File: src/rtl/segxlat_pkg.sv
package segxlat_pkg;

    localparam int SEG_COUNT = 6;
    localparam int SEL_W     = 16;
    localparam int ADDR_W    = 32;
    localparam int TYPE_W    = 4;

    typedef enum logic [1:0] {
        KIND_FETCH    = 2'd0,
        KIND_STACK    = 2'd1,
        KIND_DATA     = 2'd2,
        KIND_DATA_ALT = 2'd3
    } acc_kind_e;

    // Segment register indices, shared by the load port and the override field
    localparam logic [2:0] SEG_ES = 3'd0;
    localparam logic [2:0] SEG_CS = 3'd1;
    localparam logic [2:0] SEG_SS = 3'd2;
    localparam logic [2:0] SEG_DS = 3'd3;
    localparam logic [2:0] SEG_FS = 3'd4;
    localparam logic [2:0] SEG_GS = 3'd5;

    localparam logic [3:0] TYPE_DATA_RW = 4'h2;
    localparam logic [3:0] TYPE_CODE_RX = 4'hA;

    typedef enum logic [1:0] {
        RS_IDLE  = 2'd0,
        RS_PASS  = 2'd1,
        RS_FAULT = 2'd2
    } res_state_e;

endpackage

File: src/rtl/seg_regfile.sv
module seg_regfile #(
    parameter  int NSEG   = 6,
    parameter  int SEL_W  = 16,
    parameter  int ADDR_W = 32,
    parameter  int TYPE_W = 4,
    localparam int IDX_W  = $clog2(NSEG)
) (
    input  logic              clk,
    input  logic              rst_n,
    input  logic              wr_en,
    input  logic [IDX_W-1:0]  wr_idx,
    input  logic [SEL_W-1:0]  wr_sel,
    input  logic [ADDR_W-1:0] wr_base,
    input  logic [ADDR_W-1:0] wr_limit,
    input  logic [TYPE_W-1:0] wr_type,
    input  logic [IDX_W-1:0]  rd_idx,
    output logic              rd_ok,
    output logic [SEL_W-1:0]  rd_sel,
    output logic [ADDR_W-1:0] rd_base,
    output logic [ADDR_W-1:0] rd_limit,
    output logic [TYPE_W-1:0] rd_type
);

    logic [SEL_W-1:0]  sel_q   [NSEG];
    logic [ADDR_W-1:0] base_q  [NSEG];
    logic [ADDR_W-1:0] limit_q [NSEG];
    logic [TYPE_W-1:0] type_q  [NSEG];

    for (genvar g = 0; g < NSEG; g++) begin : g_seg
        logic hit;
        assign hit = wr_en && (wr_idx == IDX_W'(g));

        always_ff @(posedge clk) begin
            if (!rst_n) begin
                sel_q[g]   <= '0;
                base_q[g]  <= '0;
                limit_q[g] <= '0;
                type_q[g]  <= '0;
            end else if (hit) begin
                sel_q[g]   <= wr_sel;
                base_q[g]  <= wr_base;
                limit_q[g] <= wr_limit;
                type_q[g]  <= wr_type;
            end
        end
    end

    assign rd_ok = ({1'b0, rd_idx} < (IDX_W+1)'(NSEG));

    always_comb begin
        rd_sel   = '0;
        rd_base  = '0;
        rd_limit = '0;
        rd_type  = '0;
        for (int i = 0; i < NSEG; i++) begin
            if (rd_idx == IDX_W'(i)) begin
                rd_sel   = sel_q[i];
                rd_base  = base_q[i];
                rd_limit = limit_q[i];
                rd_type  = type_q[i];
            end
        end
    end

endmodule

File: src/rtl/seg_select.sv
module seg_select
    import segxlat_pkg::*;
#(
    parameter int IDX_W = 3
) (
    input  logic [1:0]       kind,
    input  logic             ovr_en,
    input  logic [IDX_W-1:0] ovr_idx,
    output logic [IDX_W-1:0] seg_idx
);

    logic [IDX_W-1:0] dflt_idx;

    always_comb begin
        unique case (acc_kind_e'(kind))
            KIND_FETCH:    dflt_idx = IDX_W'(SEG_CS);
            KIND_STACK:    dflt_idx = IDX_W'(SEG_SS);
            KIND_DATA,
            KIND_DATA_ALT: dflt_idx = IDX_W'(SEG_DS);
            default:       dflt_idx = IDX_W'(SEG_DS);
        endcase
    end

    assign seg_idx = ovr_en ? ovr_idx : dflt_idx;

endmodule

File: src/rtl/seg_check.sv
module seg_check
    import segxlat_pkg::*;
#(
    parameter int SEL_W  = 16,
    parameter int ADDR_W = 32,
    parameter int TYPE_W = 4
) (
    input  logic [1:0]        kind,
    input  logic              is_write,
    input  logic [ADDR_W-1:0] offset,
    input  logic              seg_ok,
    input  logic [SEL_W-1:0]  sel,
    input  logic [ADDR_W-1:0] base,
    input  logic [ADDR_W-1:0] limit,
    input  logic [TYPE_W-1:0] typ,
    output logic [ADDR_W-1:0] lin_addr,
    output logic              deny
);

    logic is_null;
    logic over_limit;
    logic is_code;
    logic bad_write;
    logic bad_fetch;

    // Null: table index and table-select bits all clear; privilege bits ignored
    assign is_null    = (sel[SEL_W-1:2] == '0);
    assign over_limit = (offset > limit);
    assign is_code    = (typ == TYPE_W'(TYPE_CODE_RX));
    assign bad_write  = is_write && is_code;
    assign bad_fetch  = (kind == KIND_FETCH) && !is_code;

    assign deny     = !seg_ok || is_null || over_limit || bad_write || bad_fetch;
    assign lin_addr = base + offset;

endmodule

File: src/rtl/seg_xlat_unit.sv
module seg_xlat_unit
    import segxlat_pkg::*;
#(
    parameter  int NSEG   = SEG_COUNT,
    parameter  int SW     = SEL_W,
    parameter  int AW     = ADDR_W,
    parameter  int TW     = TYPE_W,
    localparam int IDX_W  = $clog2(NSEG)
) (
    input  logic             clk,
    input  logic             rst_n,
    input  logic             ld_en,
    input  logic [IDX_W-1:0] ld_seg,
    input  logic [SW-1:0]    ld_sel,
    input  logic [AW-1:0]    ld_base,
    input  logic [AW-1:0]    ld_limit,
    input  logic [TW-1:0]    ld_type,
    input  logic             req_valid,
    input  logic [1:0]       req_kind,
    input  logic             req_ovr_en,
    input  logic [IDX_W-1:0] req_ovr_seg,
    input  logic [AW-1:0]    req_offset,
    input  logic             req_write,
    output logic             addr_valid,
    output logic [AW-1:0]    phys_addr,
    output logic             fault
);

    logic [IDX_W-1:0] seg_idx;
    logic             seg_ok;
    logic [SW-1:0]    rd_sel;
    logic [AW-1:0]    rd_base;
    logic [AW-1:0]    rd_limit;
    logic [TW-1:0]    rd_type;
    logic [AW-1:0]    lin_addr;
    logic             deny;

    res_state_e       state_q;
    res_state_e       state_nx;
    logic [AW-1:0]    addr_q;

    seg_select #(.IDX_W(IDX_W)) u_select (
        .kind    (req_kind),
        .ovr_en  (req_ovr_en),
        .ovr_idx (req_ovr_seg),
        .seg_idx (seg_idx)
    );

    seg_regfile #(
        .NSEG   (NSEG),
        .SEL_W  (SW),
        .ADDR_W (AW),
        .TYPE_W (TW)
    ) u_regs (
        .clk      (clk),
        .rst_n    (rst_n),
        .wr_en    (ld_en),
        .wr_idx   (ld_seg),
        .wr_sel   (ld_sel),
        .wr_base  (ld_base),
        .wr_limit (ld_limit),
        .wr_type  (ld_type),
        .rd_idx   (seg_idx),
        .rd_ok    (seg_ok),
        .rd_sel   (rd_sel),
        .rd_base  (rd_base),
        .rd_limit (rd_limit),
        .rd_type  (rd_type)
    );

    seg_check #(
        .SEL_W  (SW),
        .ADDR_W (AW),
        .TYPE_W (TW)
    ) u_check (
        .kind     (req_kind),
        .is_write (req_write),
        .offset   (req_offset),
        .seg_ok   (seg_ok),
        .sel      (rd_sel),
        .base     (rd_base),
        .limit    (rd_limit),
        .typ      (rd_type),
        .lin_addr (lin_addr),
        .deny     (deny)
    );

    // Next-state: same three transitions from every state
    always_comb begin
        state_nx = RS_IDLE;
        unique case (state_q)
            RS_IDLE, RS_PASS, RS_FAULT: begin
                if (req_valid) state_nx = deny ? RS_FAULT : RS_PASS;
                else           state_nx = RS_IDLE;
            end
            default: state_nx = RS_IDLE;
        endcase
    end

    // State register
    always_ff @(posedge clk) begin
        if (!rst_n) state_q <= RS_IDLE;
        else        state_q <= state_nx;
    end

    always_ff @(posedge clk) begin
        if (!rst_n)                 addr_q <= '0;
        else if (req_valid && !deny) addr_q <= lin_addr;
    end

    // Outputs decoded from state
    always_comb begin
        addr_valid = 1'b0;
        fault      = 1'b0;
        phys_addr  = '0;
        unique case (state_q)
            RS_IDLE:  ;
            RS_PASS: begin
                addr_valid = 1'b1;
                phys_addr  = addr_q;
            end
            RS_FAULT: fault = 1'b1;
            default:  ;
        endcase
    end

endmodule

File: config.mk
export PLATFORM = sky130hd
export DESIGN_NAME = seg_xlat_unit
export DESIGN_NICKNAME = d
export VERILOG_FILES = /design/src/rtl/segxlat_pkg.sv /design/src/rtl/seg_regfile.sv /design/src/rtl/seg_select.sv /design/src/rtl/seg_check.sv /design/src/rtl/seg_xlat_unit.sv
export SDC_FILE = /design/constraint.sdc
export NUM_CORES = 1
export LEC_CHECK = 0
export BUFFER_PORTS_ARGS = -buffer_cell sky130_fd_sc_hd__buf_4
export CORE_MARGIN = 2
export CORE_UTILIZATION = 55
export CTS_CLUSTER_SIZE = 20
export DETAILED_ROUTE_END_ITERATION = 10
export PLACE_DENSITY = 0.7
export SYNTH_ARGS = -nofsm -noshare
export SYNTH_HDL_FRONTEND = slang
export SYNTH_SLANG_ARGS = --single-unit
File: constraint.sdc
create_clock -name clk -period 16 [get_ports clk]
set_clock_uncertainty 0.05 [all_clocks]
set_input_delay 3.2 -clock clk [delete_from_list [all_inputs] [get_ports clk]]
set_output_delay 3.2 -clock clk [all_outputs]
set_load 0.05 [all_outputs]
* Word-level counts from Yosys, hierarchy flattened
Memories as Yosys holds them, arrays and structs flattened.
Index checks and enable logic that the tools add are counted.
** Operators by class
- Add/subtract/negate cells :: 1
- $lt $le $gt $ge :: 2
- Equality and inequality tests :: 16
- Mux-type cells :: 73
- Bitwise logic cells :: 24
- Reduce and logical (&&, ||, !) cells :: 24
** Operators with widths (count)
- $mux W32 :: 25
- $mux W16 :: 12
- $mux W4 :: 12
- $add A32 B32 Y32 :: 1
- $gt A32 B32 Y1 :: 1
- $or A1 B1 Y1 :: 24
- $mux W1 :: 21
- $logic_not A14 Y1 :: 1
- $eq A3 B2 Y1 const B :: 4
- $eq A3 B3 Y1 const B :: 4
- $logic_and A1 B1 Y1 :: 9
- $pmux W3 S3 :: 1
- $eq A2 B2 Y1 const B :: 3
- $eq A3 B1 Y1 const B :: 2
- $logic_not A3 Y1 :: 2
- $eq A2 B1 Y1 const B :: 2
- $eq A4 B4 Y1 const B :: 1
- $logic_not A2 Y1 :: 2
- $logic_or A1 B1 Y1 :: 4
- $logic_not A1 Y1 :: 3
- $lt A3 B3 Y1 const B :: 1
- $mux W3 :: 1
- $reduce_and A3 Y1 :: 1
- $reduce_or A3 Y1 :: 1
- 2 further kinds :: 2
** Word-level totals
- Register bits after elaboration :: 34
- Memory bits (writable) :: 504
- Input bits :: 130
- Output and inout port bits :: 34
- Word-level logic and storage cells :: 146
- Memories :: 4
** Memory list
- u_regs.base_q :: words 6, width 32, read ports 6, clocked after memory_dff 0, write ports 6, RTL line seg_regfile.sv:25 : logic [ADDR_W-1:0] base_q [NSEG];
- u_regs.limit_q :: words 6, width 32, read ports 6, clocked after memory_dff 0, write ports 6, RTL line seg_regfile.sv:26 : logic [ADDR_W-1:0] limit_q [NSEG];
- u_regs.sel_q :: words 6, width 16, read ports 6, clocked after memory_dff 0, write ports 6, RTL line seg_regfile.sv:24 : logic [SEL_W-1:0] sel_q [NSEG];
- u_regs.type_q :: words 6, width 4, read ports 6, clocked after memory_dff 0, write ports 6, RTL line seg_regfile.sv:27 : logic [TYPE_W-1:0] type_q [NSEG];

* Longest topological paths before layout
- Depth after elaboration :: 18
- Mapped depth :: 20
- Depth with buffers taken out :: 16

* Hierarchy
From an unflattened synthesis, not the netlist that was laid out.
** Unflattened totals
- Cells, all modules :: 2240
- Area, all modules :: 27461.3 um^2
** By module, submodules not included
- seg_regfile :: times used 1, cells each 1663, area an instance 23065.9 um^2, sequential area each 15134.5 um^2
- seg_check :: times used 1, cells each 388, area an instance 2738.9 um^2, sequential area each 0.0 um^2
- seg_xlat_unit :: times used 1, cells each 182, area an instance 1620.3 um^2, sequential area each 680.7 um^2
- seg_select :: times used 1, cells each 7, area an instance 36.3 um^2, sequential area each 0.0 um^2

* Least setup slack after synthesis
OpenSTA, ideal clock, no wires.
- Path type :: input -> register
- Start point :: input ld_seg[2]
- End point :: memory u_regs.base_q[0][0], enable pin
- Library setup time :: 0.645 ns
- Arrival time :: 9.418 ns
- Required time :: 15.305 ns
- Setup slack :: 5.887 ns
- Stages on the path :: 2
- Buffers on the path :: 0
- Cells stage by stage :: nand2b_1 -> o31ai_1
** RTL lines
- from (decl) :: RTL line seg_xlat_unit.sv:13 : input logic [IDX_W-1:0] ld_seg,
- to (decl) :: RTL line seg_regfile.sv:25

* Final worst setup path
- Start point :: input req_ovr_seg[0]
- End point :: register addr_q[30]
** Between the ends
- Longest elaborated chain between the ends :: 15
- Elaborated cells between the ends (all ways) :: 46
- Classes of those cells :: add/sub (1); order compare (2); eq/ne (6); mux (25); reduce/logical (12)
** RTL lines
- from (decl) :: RTL line seg_xlat_unit.sv:21 : input logic [IDX_W-1:0] req_ovr_seg,
- $mux W3 (*) :: RTL line seg_select.sv:24 : assign seg_idx = ovr_en ? ovr_idx : dflt_idx;
- parallel branches: the longest is 14 deep, another holds $gt A32 B32 Y1
- to (signal assigned) :: RTL line seg_xlat_unit.sv:108 : else if (req_valid && !deny) addr_q <= lin_addr;
- to (decl) :: RTL line seg_xlat_unit.sv:40 : logic [AW-1:0] addr_q;
Every way passes the cells marked *.
A chain may end at the register's enable or synchronous reset.

==> flow_metrics.tcl <==
set metrics [dict create \
    min-delay-start "addr_q[27]" \
    ir_drop_mv 0.0966 \
    netlist.area_leader.share_pct 59.7 \
    end_kind "flop" \
    grt_pass1_wl_mm 96.8 \
    synthTopCellsByArea "edfxtp_1, and2_1, ha_1" \
    hpwl_mm 38.2 \
    p_per_area_nw_per_um2 115 \
    seq_area_frac_synth_pct 62.5 \
    start_util_pct 55.8 \
    required_ps 16440 \
    nets 2243 \
    grt.total_usage_pct 27.9 \
    cts_tree "built" \
    finalCriticalPeriod_ps 7750 \
    ys_types 72 \
    path_class "in -> reg" \
    area_growth_pct 14.7 \
    min_path_cells 2 \
    wire_per_inst_um 24.2 \
    boundaryPins 164 \
    cts_max_level 2 \
    ys_async_sr_fraction_pct 0 \
    hold_class "reg -> reg" \
    crit_path_cell_trace "buf_4 > nor4b_4 > buf_4 > buf_4 > a222oi_1 > nand2_1 > o21ai_0 > ha_1 > nand2_1 > nor4_1 > o221ai_1 > a31oi_1 > o21ai_1 > nand4_1 > buf_4 > nor4_1 > a311o_1" \
    setup_violations 0 \
    die-area_um2 46700 \
    drive_gt1_share_pct 15.9 \
    finalMaxSlewViolations 0 \
    die_x_um 216 \
    drt_wl_total_mm 65.0 \
    cts.path.max_buffers 3 \
    min_period_over_period_pct 48.4 \
    max-cap-violations 0 \
    cts_root_buf "clkbuf_16" \
    cts_resized 0 \
    worst_pin_slew_ps 1180 \
    synthesis.area_um2 24700 \
    r2r_cells 12 \
    cpMaxStageDelayCell "nor4_1" \
    clk-insertion-delay-late_ps 600 \
    cts_made_buffers 54 \
    cp_top_family "buffers and inverters" \
    crit_path_start_kind "primary input" \
    critPathMaxStageDelay_ps 620 \
    fin_tns_setup_ps 0 \
    whs_ps 405 \
    grt_setup_unrepaired "no" \
    synth_top_area_cell "edfxtp_1" \
    yosys_warnings 0 \
    syn_avg_cell_area_um2 12.9 \
    r2r_setup_slack_ps 11860 \
    synth_edf_count 492 \
    antenna_found_initial 8 \
    reg2reg_from "u_regs.base_q[2][12]" \
    hold_viol_final 0 \
    netlist_instances 1913 \
    grt_pass1_vias 16000 \
    cts_setup_buffers 0 \
    portBuffers 161 \
    drtPass1Iterations 8 \
    die_y_um 216 \
    drc_errors 0 \
    crit_top_cell "buf_4" \
    grt.overflow.total 0 \
    grt_max_degree 83 \
    vias 16200 \
    slew-limit-headroom_pct 20.7 \
    cp.arrival_ps 8190 \
    drt_first_iter_violations 1914 \
    cts.sinks 526 \
    max_freq_ghz 0.129 \
    crit_buf_inv 4 \
    yosys-top-cells-count "and2_1, edfxtp_1, clkbuf_1, mux2i_1" \
    viasPerCell 6.01 \
    regToRegEndpoint "addr_q[29]" \
    core_area_um2 44300 \
    syn_nets 2107 \
    holdPathEnd "addr_q[27]" \
    ctsHoldBuffers 0 \
    ys_ff_latch 526 \
    crit_fanout 40 \
    synth_flop_cell "edfxtp_1" \
    outcome "complete, no violations" \
    drtAntennaViolNets 0 \
    gp_congestion 0.921 \
    power_leakage_nw 10.9 \
    post-synth-top-count-cell "and2_1" \
    clkSlewWorstSetupHoldPaths_ps 60 \
    rows 77 \
]
stage by stage:
stage | util, % | setup slack (ps) | power, W | cells | area (um2)
after floorplan | - | 5890 | 0.00190 | 1913 | 24700
after global placement | 60.0 | 7790 | 0.00202 | 2585 | 26600
after detailed placement | 60.0 | 7740 | 0.00203 | 2585 | 26600
after CTS | 64.0 | 8370 | 0.00327 | 2684 | 28400
after global routing | 64.0 | 8010 | 0.00337 | 2685 | 28400
final | 64.0 | 8250 | 0.00326 | 2688 | 28400
worst max-delay path by stage:
stage / start / cells after the start / to
finish: req_ovr_seg[0] / 17 / addr_q[30]
global route: req_ovr_seg[0] / 15 / addr_q[29]
CTS: req_ovr_seg[0] / 14 / addr_q[29]
global placement: req_ovr_seg[0] / 14 / addr_q[29]
floorplan: ld_seg[2] / 2 / u_regs.base_q[0][0]
detailed placement: req_ovr_seg[0] / 17 / addr_q[30]
sequential cells by signal (all words and copies together) (netlist names):
signal,flops
u_regs.sel_q,84
u_regs.base_q,192
u_regs.type_q,24
state_q,2
addr_q,32
u_regs.limit_q,192
kinds of logic (layout without fill, tap and decap cells):
kind of cell             count (synthesis)  after routing  share of synthesized area [%]
AND/OR/NAND/NOR                        776            776                           18.6
flip-flops                             526            526                           62.5
AO/OA/AOI/OAI                          295            295                           8.43
buffers and inverters                  122            301                           1.95
multiplexers                           103            103                           4.35
adder cells (fa/ha/maj)                 64             64                           3.27
XOR/XNOR                                27             27                          0.956
other                                    0              4                              0
per-layer routing:
metal	vias up	part of all wire (%)	track usage, %
met3	126	9.3	6.09
met4	8	3.1	9.57
met5	-	0.083	0
li1	7339	-	-
met1	7924	41	38.1
met2	757	46	44.4
cell type report:
type | count | area (um2)
Fill cell | 3341 | 15900
Tap cell | 592 | 741
Inverter | 11 | 41.3
Clock buffer | 68 | 1500
Antenna cell | 4 | 10.0
Multi-Input combinational cell | 1265 | 8930
Timing Repair Buffer | 191 | 1430
Sequential cell | 526 | 15500
Clock inverter | 31 | 265
layout by cell type (no fill, tap or decap), drive strengths merged, types with 4 or more instances in the layout:
cell,count
ha,63
a22oi,29
o31ai,8
mux2,37
buf,191
mux2i,66
nand2,57
edfxtp,492
clkinv,25
o21a,14
bufinv,5
diode,4
o21ai,84
a222oi,63
nor2,58
nand4,16
a21oi,52
a21o,11
dfxtp,34
nor3,11
clkbuf,68
and2,526
and3,7
nand3,21
a211oi,6
inv,11
xor2,11
nor4,18
nand2b,36
nor2b,7
xnor2,16
worst reg2reg max path: stages, from the launching register on:
cell and delay [ps]:
edfxtp_1 350, mux2_2 260, a222oi_1 310, o21ai_0 270, ha_1 420, a2111o_1 380
a21oi_1 140, a21boi_1 470, o21ai_2 180, a311o_1 420, mux2i_1 130, or4b_1 520
a21oi_1 160
power breakdown:
group          total (W)  switching [W]  internal (W)
sequential       0.00162      0.0000263       0.00160
combinational   0.000386       0.000240      0.000146
clock            0.00125       0.000515      0.000737
(Power assumes the default switching activity.)
